[src/rtl/sdram_seq_pkg.sv]
package sdram_seq_pkg;

  // Command code packed as {cs_n, ras_n, cas_n, we_n}
  typedef enum logic [3:0] {
    CMD_NOP = 4'b0111,
    CMD_ACT = 4'b0011,
    CMD_RD  = 4'b0101,
    CMD_WR  = 4'b0100,
    CMD_PRE = 4'b0010,
    CMD_REF = 4'b0001
  } sdram_cmd_e;

  typedef enum logic {
    ST_RUN     = 1'b0,
    ST_REF_PRE = 1'b1
  } seq_state_e;

endpackage

[src/rtl/sdram_delay_ctr.sv]
module sdram_delay_ctr #(
  parameter int CNT_W = 4
) (
  input  logic             clk,
  input  logic             rst_n,
  input  logic             load,
  input  logic [CNT_W-1:0] load_val,
  output logic             busy
);

  logic [CNT_W-1:0] cnt_q;
  logic [CNT_W-1:0] cnt_d;

  always_comb begin
    cnt_d = cnt_q;
    if (load) begin
      cnt_d = load_val;
    end else if (cnt_q != '0) begin
      cnt_d = cnt_q - 1'b1;
    end
  end

  always_ff @(posedge clk or negedge rst_n) begin
    if (!rst_n) begin
      cnt_q <= '0;
    end else begin
      cnt_q <= cnt_d;
    end
  end

  assign busy = (cnt_q != '0);

  AST_LOAD_WHILE_BUSY: assert property (@(posedge clk) disable iff (!rst_n) load |-> !busy) else $error("command spacing violated");

endmodule

[src/rtl/sdram_refresh_timer.sv]
module sdram_refresh_timer #(
  parameter int REFI = 1560
) (
  input  logic clk,
  input  logic rst_n,
  input  logic ack,
  output logic pending
);

  localparam int W = $clog2(REFI) + 1;

  logic [W-1:0] cnt_q;
  logic [W-1:0] cnt_d;
  logic         pend_q;
  logic         pend_d;
  logic         tick;

  assign tick = (cnt_q == '0);

  always_comb begin
    cnt_d  = tick ? W'(REFI - 1) : cnt_q - 1'b1;
    pend_d = pend_q;
    if (tick) begin
      pend_d = 1'b1;
    end else if (ack) begin
      pend_d = 1'b0;
    end
  end

  always_ff @(posedge clk or negedge rst_n) begin
    if (!rst_n) begin
      cnt_q  <= W'(REFI - 1);
      pend_q <= 1'b0;
    end else begin
      cnt_q  <= cnt_d;
      pend_q <= pend_d;
    end
  end

  assign pending = pend_q;

  AST_PENDING_HELD: assert property (@(posedge clk) disable iff (!rst_n) (pending && !ack) |=> pending) else $error("refresh demand lost");

endmodule

[src/rtl/sdram_bank_table.sv]
module sdram_bank_table #(
  parameter int BANK_W = 2,
  parameter int ROW_W  = 13
) (
  input  logic              clk,
  input  logic              rst_n,
  input  logic              open_en,
  input  logic              close_en,
  input  logic              close_all,
  input  logic [BANK_W-1:0] bank,
  input  logic [ROW_W-1:0]  row,
  output logic              is_open,
  output logic              row_hit
);

  localparam int NB = 1 << BANK_W;

  logic [NB-1:0]    open_vec;
  logic [ROW_W-1:0] row_tab [NB];

  for (genvar gi = 0; gi < NB; gi++) begin : g_bank
    logic             sel;
    logic             open_r;
    logic             open_d;
    logic [ROW_W-1:0] row_r;
    logic             row_en;

    assign sel    = (bank == BANK_W'(gi));
    assign row_en = sel && open_en;

    always_comb begin
      open_d = open_r;
      if (close_all) begin
        open_d = 1'b0;
      end else if (sel && close_en) begin
        open_d = 1'b0;
      end else if (row_en) begin
        open_d = 1'b1;
      end
    end

    always_ff @(posedge clk or negedge rst_n) begin
      if (!rst_n) begin
        open_r <= 1'b0;
        row_r  <= '0;
      end else begin
        open_r <= open_d;
        if (row_en) begin
          row_r <= row;
        end
      end
    end

    assign open_vec[gi] = open_r;
    assign row_tab[gi]  = row_r;
  end

  assign is_open = open_vec[bank];
  assign row_hit = is_open && (row_tab[bank] == row);

  AST_OPEN_ONLY_CLOSED: assert property (@(posedge clk) disable iff (!rst_n) open_en |-> !is_open) else $error("ACTIVE to a bank with an open row");
  AST_ALL_CLOSED_AFTER_PALL: assert property (@(posedge clk) disable iff (!rst_n) close_all |=> (open_vec == '0)) else $error("bank left open after precharge-all");

endmodule

[src/rtl/sdram_cmd_seq.sv]
module sdram_cmd_seq
  import sdram_seq_pkg::*;
#(
  parameter int BANK_W = 2,
  parameter int ROW_W  = 13,
  parameter int COL_W  = 10,
  parameter int T_RCD  = 3,
  parameter int T_RP   = 3,
  parameter int T_RFC  = 10,
  parameter int T_REFI = 1560
) (
  input  logic              clk,
  input  logic              rst_n,
  input  logic              req_valid,
  output logic              req_ready,
  input  logic              req_write,
  input  logic [BANK_W-1:0] req_bank,
  input  logic [ROW_W-1:0]  req_row,
  input  logic [COL_W-1:0]  req_col,
  output logic              sd_cs_n,
  output logic              sd_ras_n,
  output logic              sd_cas_n,
  output logic              sd_we_n,
  output logic [ROW_W-1:0]  sd_addr,
  output logic [BANK_W-1:0] sd_ba
);

  localparam int MAX_T  = (T_RFC > T_RP) ? ((T_RFC > T_RCD) ? T_RFC : T_RCD)
                                         : ((T_RP > T_RCD) ? T_RP : T_RCD);
  localparam int CNT_W  = $clog2(MAX_T + 1);
  localparam int AP_BIT = 10;

  // Reset: asserted asynchronously, released through two flops
  logic rst_meta_q;
  logic rst_sync_n;

  always_ff @(posedge clk or negedge rst_n) begin
    if (!rst_n) begin
      rst_meta_q <= 1'b0;
      rst_sync_n <= 1'b0;
    end else begin
      rst_meta_q <= 1'b1;
      rst_sync_n <= rst_meta_q;
    end
  end

  seq_state_e        state_q, state_d;
  sdram_cmd_e        cmd_q, cmd_d;
  logic [ROW_W-1:0]  addr_q, addr_d;
  logic [BANK_W-1:0] ba_q, ba_d;
  logic              pall_last_q, pall_last_d;

  logic             busy;
  logic             load;
  logic [CNT_W-1:0] load_val;
  logic             ref_pend;
  logic             ref_ack;
  logic             open_en;
  logic             close_en;
  logic             close_all;
  logic             is_open;
  logic             row_hit;

  sdram_delay_ctr #(.CNT_W(CNT_W)) u_delay (
    .clk      (clk),
    .rst_n    (rst_sync_n),
    .load     (load),
    .load_val (load_val),
    .busy     (busy)
  );

  sdram_refresh_timer #(.REFI(T_REFI)) u_refresh (
    .clk     (clk),
    .rst_n   (rst_sync_n),
    .ack     (ref_ack),
    .pending (ref_pend)
  );

  sdram_bank_table #(.BANK_W(BANK_W), .ROW_W(ROW_W)) u_banks (
    .clk       (clk),
    .rst_n     (rst_sync_n),
    .open_en   (open_en),
    .close_en  (close_en),
    .close_all (close_all),
    .bank      (req_bank),
    .row       (req_row),
    .is_open   (is_open),
    .row_hit   (row_hit)
  );

  // Next command selection
  always_comb begin
    state_d   = state_q;
    cmd_d     = CMD_NOP;
    addr_d    = '0;
    ba_d      = '0;
    load      = 1'b0;
    load_val  = '0;
    ref_ack   = 1'b0;
    open_en   = 1'b0;
    close_en  = 1'b0;
    close_all = 1'b0;
    req_ready = 1'b0;
    if (!busy) begin
      if (state_q == ST_REF_PRE) begin
        cmd_d    = CMD_REF;
        load     = 1'b1;
        load_val = CNT_W'(T_RFC - 1);
        ref_ack  = 1'b1;
        state_d  = ST_RUN;
      end else if (ref_pend) begin
        cmd_d          = CMD_PRE;
        addr_d[AP_BIT] = 1'b1;
        load           = 1'b1;
        load_val       = CNT_W'(T_RP - 1);
        close_all      = 1'b1;
        state_d        = ST_REF_PRE;
      end else if (req_valid) begin
        ba_d = req_bank;
        if (row_hit) begin
          cmd_d              = req_write ? CMD_WR : CMD_RD;
          addr_d[COL_W-1:0]  = req_col;
          req_ready          = 1'b1;
        end else if (is_open) begin
          cmd_d    = CMD_PRE;
          load     = 1'b1;
          load_val = CNT_W'(T_RP - 1);
          close_en = 1'b1;
        end else begin
          cmd_d    = CMD_ACT;
          addr_d   = req_row;
          load     = 1'b1;
          load_val = CNT_W'(T_RCD - 1);
          open_en  = 1'b1;
        end
      end
    end
  end

  always_comb begin
    pall_last_d = pall_last_q;
    if (cmd_d != CMD_NOP) begin
      pall_last_d = (cmd_d == CMD_PRE) && addr_d[AP_BIT];
    end
  end

  always_ff @(posedge clk or negedge rst_sync_n) begin
    if (!rst_sync_n) begin
      state_q     <= ST_RUN;
      cmd_q       <= CMD_NOP;
      addr_q      <= '0;
      ba_q        <= '0;
      pall_last_q <= 1'b0;
    end else begin
      state_q     <= state_d;
      cmd_q       <= cmd_d;
      addr_q      <= addr_d;
      ba_q        <= ba_d;
      pall_last_q <= pall_last_d;
    end
  end

  assign {sd_cs_n, sd_ras_n, sd_cas_n, sd_we_n} = cmd_q;
  assign sd_addr = addr_q;
  assign sd_ba   = ba_q;

  AST_RW_ROW_OPEN: assert property (@(posedge clk) disable iff (!rst_sync_n) ((cmd_d == CMD_RD) || (cmd_d == CMD_WR)) |-> row_hit) else $error("access to a row that is not open");
  AST_REF_AFTER_PALL: assert property (@(posedge clk) disable iff (!rst_sync_n) (cmd_d == CMD_REF) |-> pall_last_q) else $error("refresh without precharge-all");
  AST_READY_NO_REFRESH: assert property (@(posedge clk) disable iff (!rst_sync_n) req_ready |-> (!ref_pend && (state_q == ST_RUN) && !busy)) else $error("request accepted during refresh");
  AST_NOP_WHILE_BUSY: assert property (@(posedge clk) disable iff (!rst_sync_n) busy |-> (cmd_d == CMD_NOP)) else $error("command inside spacing window");

endmodule

[config.mk]
export PLATFORM = sky130hd
export DESIGN_NAME = sdram_cmd_seq
export DESIGN_NICKNAME = d
export VERILOG_FILES = /design/src/rtl/sdram_seq_pkg.sv /design/src/rtl/sdram_delay_ctr.sv /design/src/rtl/sdram_refresh_timer.sv /design/src/rtl/sdram_bank_table.sv /design/src/rtl/sdram_cmd_seq.sv
export SDC_FILE = /design/constraint.sdc
export NUM_CORES = 1
export LEC_CHECK = 0
export ABC_AREA = 1
export CORE_MARGIN = 3
export CORE_UTILIZATION = 30
export CTS_CLUSTER_SIZE = 16
export DETAILED_ROUTE_END_ITERATION = 16
export SETUP_SLACK_MARGIN = 0.02
export SKIP_LAST_GASP = 1
export SYNTH_ARGS = -nofsm -noshare
export SYNTH_HDL_FRONTEND = slang
export SYNTH_SLANG_ARGS = --single-unit
[constraint.sdc]
create_clock -name clk -period 3.6 [get_ports clk]
set_clock_uncertainty 0.1 [all_clocks]
set_input_delay 0.72 -clock clk [delete_from_list [all_inputs] [get_ports clk]]
set_output_delay 0.72 -clock clk [all_outputs]
set_load 0.05 [all_outputs]
* Word-level counts from Yosys, hierarchy flattened *
Index checks and enable logic that the tools add are counted.

word-level totals
  output and inout bits = 20
  word-level logic and storage cells = 118
  register bits after elaboration = 95

operators by class
  eq/ne operators = 4
  bitwise logic cells = 1
  magnitude comparators = 2
  reductions and logical operators = 18
  add/sub/neg operators = 2
  multiplexer cells = 74

operator list
  operator                                                               count
  13-bit two-way mux                                                     6
  1-bit two-way mux                                                      45
  13-bit binary-select mux with 2-bit select                             1
  10-bit two-way mux                                                     2
  3-bit two-way mux                                                      6
  2-bit two-way mux                                                      8
  4-bit two-way mux                                                      4
  13-bit equality test                                                   1
  12-bit logical NOT                                                     1
  12-bit two-way mux                                                     1
  3-bit nonzero test                                                     4
  12-bit by 1-bit subtractor with 12-bit output, second input constant   1
  1-bit logical AND                                                      9
  2-bit equality test, second input constant                             2
  2-bit nonzero test                                                     2
  4-bit nonzero test                                                     1
  4-bit by 1-bit subtractor with 4-bit output, second input constant     1
  3-bit greater-or-equal comparator, second input constant               1
  2-bit by 3-bit < comparator with 1-bit output, second input constant   1
  2-bit NOT with 3-bit output                                            1
  1-bit binary-select mux with 2-bit select                              1
  2-bit by 1-bit equality test with 1-bit output, second input constant  1
  2-bit logical NOT                                                      1

* Longest topological paths before layout *
  word-level depth = 15
  depth in mapped cells = 16

* Modules after synthesis *
A second synthesis with hierarchy kept.

second synthesis, totals
  cell total of the unflattened synthesis = 608
  area total of the unflattened synthesis = 4769.6 um^2

modules (own cells, without submodules)
  module               area an instance (um^2)  cells each  seq. area each (um^2)  times used
  sdram_bank_table     2840.2                   383         1401.3                 1
  sdram_cmd_seq        898.4                    97          529.3                  1
  sdram_refresh_timer  752.0                    90          332.8                  1
  sdram_delay_ctr      279.0                    38          100.1                  1

* Worst setup path after synthesis *
Ideal clock, no wire load.

  path kind = input to output
  start point = in req_bank[1]
  end point = out req_ready
  slack = 0.809 ns
  arrival = 1.971 ns
  cell stages on the path = 12
  path through = buf_4 inv_2 buf_2 nand2_1 nand2_1 nand2_1 nand2_1 nand3_1 nor2_2 nand3_2 nor2_2 buf_6

between the ends
  longest elaborated chain between the ends = 11

ends and longest elaborated chain
  what                                                   line                    source
  start, declared                                        sdram_cmd_seq.sv:17     input logic [BANK_W-1:0] req_bank,
  2-bit NOT with 3-bit output (implied by the code)      sdram_bank_table.sv:59  assign row_hit = is_open && (row_tab[bank] == row);
  13-bit binary-select mux with 2-bit select             sdram_bank_table.sv:59
  13-bit two-way mux (implied by the code) (2 in a row)  sdram_bank_table.sv:59
  13-bit equality test                                   sdram_bank_table.sv:59
  1-bit logical AND (*)                                  sdram_bank_table.sv:59
  1-bit two-way mux (*)                                  sdram_cmd_seq.sv:120    if (row_hit) begin
  1-bit two-way mux (*)                                  sdram_cmd_seq.sv:118    end else if (req_valid) begin
  1-bit two-way mux (*)                                  sdram_cmd_seq.sv:111    end else if (ref_pend) begin
  1-bit two-way mux (*)                                  sdram_cmd_seq.sv:105    if (state_q == ST_REF_PRE) begin
  1-bit two-way mux (*)                                  sdram_cmd_seq.sv:104    if (!busy) begin
  end, declared                                          sdram_cmd_seq.sv:15     output logic req_ready,

Mark *: on every way between the ends. The rest lies on a longest branch, timed or not. The select of a mux whose other input is x is not followed.

* Worst setup path after layout *
Same ends and word-level chain as after synthesis.

==> impl_metrics.ini <==
[sta]
final_hold_viol_count = 0
setup-violations-final = 0
finalCritPeriodShare_pct = 93.7
rsz_0062_raised_after_global_routing = no
relative_slew_margins_pct = 52.1
layout_min_cycle_time_ps = 3370
slew_viol_final = 0
finalSetupTns_ps = 0
timing.fmax_mhz = 297
worst_slew_pin_tran_ps = 711

[floorplanning]
rows = 44
io-pin-count = 49
die_height_um = 129
design.die.area_um2 = 16600
chipWidth_um = 129
initial_core_util_pct = 30.9
core_area_um2 = 14600

[outcome]
result_of_the_run = completed

[synthesis]
synthTopCellsByArea = sky130_fd_sc_hd__dfrtp_1, sky130_fd_sc_hd__nand2_1, sky130_fd_sc_hd__o21ai_0, sky130_fd_sc_hd__dfstp_2, sky130_fd_sc_hd__inv_1
syn-mean-instance-area_um2 = 8.00
cell_with_the_most_instances_after_synthesis = sky130_fd_sc_hd__nand2_1
synthFlopType = sky130_fd_sc_hd__dfrtp_1
synth.top_cell.area_share_pct = 47.1
synthDominantAreaCellType = sky130_fd_sc_hd__dfrtp_1
ys_types = 30
synth-seq-cells = 94
synth-edff-count = 0
synth_async_reset_ratio_pct = 100
synth_common_cells = sky130_fd_sc_hd__nand2_1, sky130_fd_sc_hd__dfrtp_1, sky130_fd_sc_hd__o21ai_0, sky130_fd_sc_hd__inv_1, sky130_fd_sc_hd__nor2_1
synth_nets = 597
yosysWarningCount = 0
synthCells = 565
synth_area_um2 = 4520
synth-seq-area-share_pct = 52.3

[clock_network]
clk_path_buf_depth = 2
path_clk_slew_ps = 70
cts-hold-fix-buffers = 0
cts_resized = 0
post_cts_buffers = 0
tritoncts.num_buffers = 9
cts_tree = yes
cts.sink_count = 94
insertion_delay_ps = 350
ctsHtreeMaxLevel = 3
clockRootBuffer = sky130_fd_sc_hd__clkbuf_16

[final_layout]
multi_input_comb_area_um2 = 1820
fillers = 1517
fraction_of_layout_instances_using_a_drive_strength_above_1_pct = 11.7
fin_util_pct = 37.7
layout.nets = 651
seq_cell_area_um2 = 2370
insertedDiodeCount = 0
final_cell_count_no_fill = 808
area.growth.synth_to_final_pct = 22.1

[global_route]
grt_antenna_before_repair = 0
globalRouteTotalUtil_pct = 14.0
global_route_wire_length_before_repair_mm = 18.2
global_route.overflow_total = 0
first_global_vias = 3701
grt_start_max_net_pins = 51

[detailed_routing]
remaining_drcs = 0
drtPass1Iterations = 7
drt.antenna.violating_nets = 0
wl_mm = 10.7
wirelength_per_cell_um = 13.2
avg_vias_per_cell = 4.58
detailroute.via_count = 3698
detailedRoute.firstIterationViolations = 291

[setup_path]
worstRegToRegCells = 11
cp.arrival_ps = 2550
worstSetupPathType = primary input to primary output
critical_path_peak_fanout = 15
worst_setup_path_end_kind = primary output
worstSetupStartpointType = primary input
required_ps = 2780

[hold_path]
hold_class = register to async pin

[power_and_ir_drop]
max-vdd-ir-drop_mv = 0.286
power-per-cell-area_nw_per_um2 = 614
leakagePower_uw = 0.00268

[place]
port_buffers = 47
detailed_place_hpwl_mm = 7.36
placed_insts = 792
gp_congestion = 0.771

[run]
maxCapViolCount = 0
[metrics by stage]
stage                     total power (µW)  setup WS (ps)  area, µm²  hold slack (ps)
final                                 3390            228       5520              255
after global routing                  3680           21.3       5520              283
after CTS                             3420           54.6       5510              254
after detailed placement              2520           68.8       5240              238
after global placement                2480            114       5240              236
after floorplan                       2260            704       4520              231
[cells by family (layout without fill, tap and decap cells)]
logic type,Yosys count,count (layout),share of synthesized area (%)
AOI/OAI and AO/OA,86,86,10.6
xor gates and xnor gates,7,7,1.36
adders and majority gates,3,3,0.830
buffers and inverters,75,134,7.67
DFF,94,94,52.3
other,2,2,0.166
and+or+nand+nor,298,298,27.1
[sequential cells by signal, indices dropped and copies added (netlist names)]
register               count
u_banks.g_bank.open_r      4
sd_ba                      2
state_q                    1
rst_meta_q                 1
u_delay.cnt_q              4
u_banks.g_bank.row_r      52
cmd_q                      3
u_refresh.pending          1
sd_addr                   13
rst_sync_n                 1
u_refresh.cnt_q           12
[power by group]
group	internal [µW]	total [µW]	switching, µW
Combinational	374	919	545
Sequential	1400	1580	188
Clock	472	890	418
[critical path, stage by stage]
cell and delay (ps):
sky130_fd_sc_hd__clkdlybuf4s50_1 490, sky130_fd_sc_hd__inv_2 290, sky130_fd_sc_hd__nand2_1 120, sky130_fd_sc_hd__nand3_1 80, sky130_fd_sc_hd__nand2_1 60, sky130_fd_sc_hd__nor2_1 90
sky130_fd_sc_hd__nand2_1 70, sky130_fd_sc_hd__nor2_2 160, sky130_fd_sc_hd__nand3_2 110, sky130_fd_sc_hd__nor2_4 190, sky130_fd_sc_hd__buf_12 160
[final timing paths]
kind	from	to	slack, ps
max	req_bank[1]	req_ready	230
min reg2reg	rst_sync_n$_DFF_PN0_	u_banks.g_bank[1].row_r[7]$_DFFE_PN0P_	260
max reg2reg	u_delay.cnt_q[0]$_DFFE_PN0P_	sd_addr[9]$_DFF_PN0_	1170
min	rst_sync_n$_DFF_PN0_	u_banks.g_bank[1].row_r[7]$_DFFE_PN0P_	260
min in group clk	rst_meta_q$_DFF_PN0_	rst_sync_n$_DFF_PN0_	260
max in group asynchronous	rst_sync_n$_DFF_PN0_	u_refresh.cnt_q[4]$_DFF_PN1_	2310
[per-layer routing]
metal	vias to the layer above	track usage, %	part of all wire [%]
li1	1861	-	-
met1	1710	18.1	46
met2	109	22.5	46
met3	18	2.99	6.0
met4	0	6.24	2.5
met5	-	0	0
[cell usage in the layout, fill, tap and decap left out, types with 2 or more instances in the layout]
master	instances
sky130_fd_sc_hd__conb_1	2
sky130_fd_sc_hd__nor2_2	3
sky130_fd_sc_hd__o21ai_2	9
sky130_fd_sc_hd__dfrtp_1	84
sky130_fd_sc_hd__a21oi_1	8
sky130_fd_sc_hd__dfstp_2	9
sky130_fd_sc_hd__xor2_1	4
sky130_fd_sc_hd__nor2_1	33
sky130_fd_sc_hd__clkbuf_16	9
sky130_fd_sc_hd__clkinvlp_4	3
sky130_fd_sc_hd__xnor2_1	3
sky130_fd_sc_hd__o21ai_0	66
sky130_fd_sc_hd__clkdlybuf4s50_1	45
sky130_fd_sc_hd__nand2_2	14
sky130_fd_sc_hd__nor4_1	2
sky130_fd_sc_hd__nand2_1	214
sky130_fd_sc_hd__inv_1	54
sky130_fd_sc_hd__nand3_1	25
sky130_fd_sc_hd__buf_12	3
sky130_fd_sc_hd__ha_1	3
sky130_fd_sc_hd__nor2_4	2
sky130_fd_sc_hd__nor3_1	2
sky130_fd_sc_hd__buf_4	12
sky130_fd_sc_hd__inv_6	2
sky130_fd_sc_hd__inv_2	2
[final cells by class]
| cell class | instances | share of cell area (%) |
|---|---|---|
| well taps | 184 | 4.17 |
| clock buffers | 10 | 4.15 |
| multi-input cells | 396 | 32.9 |
| inverters | 56 | 3.81 |
| repair buffers | 62 | 11.3 |
| clock inverters | 6 | 0.816 |
| flip-flops and latches | 94 | 42.9 |
(Power assumes the default switching activity.)
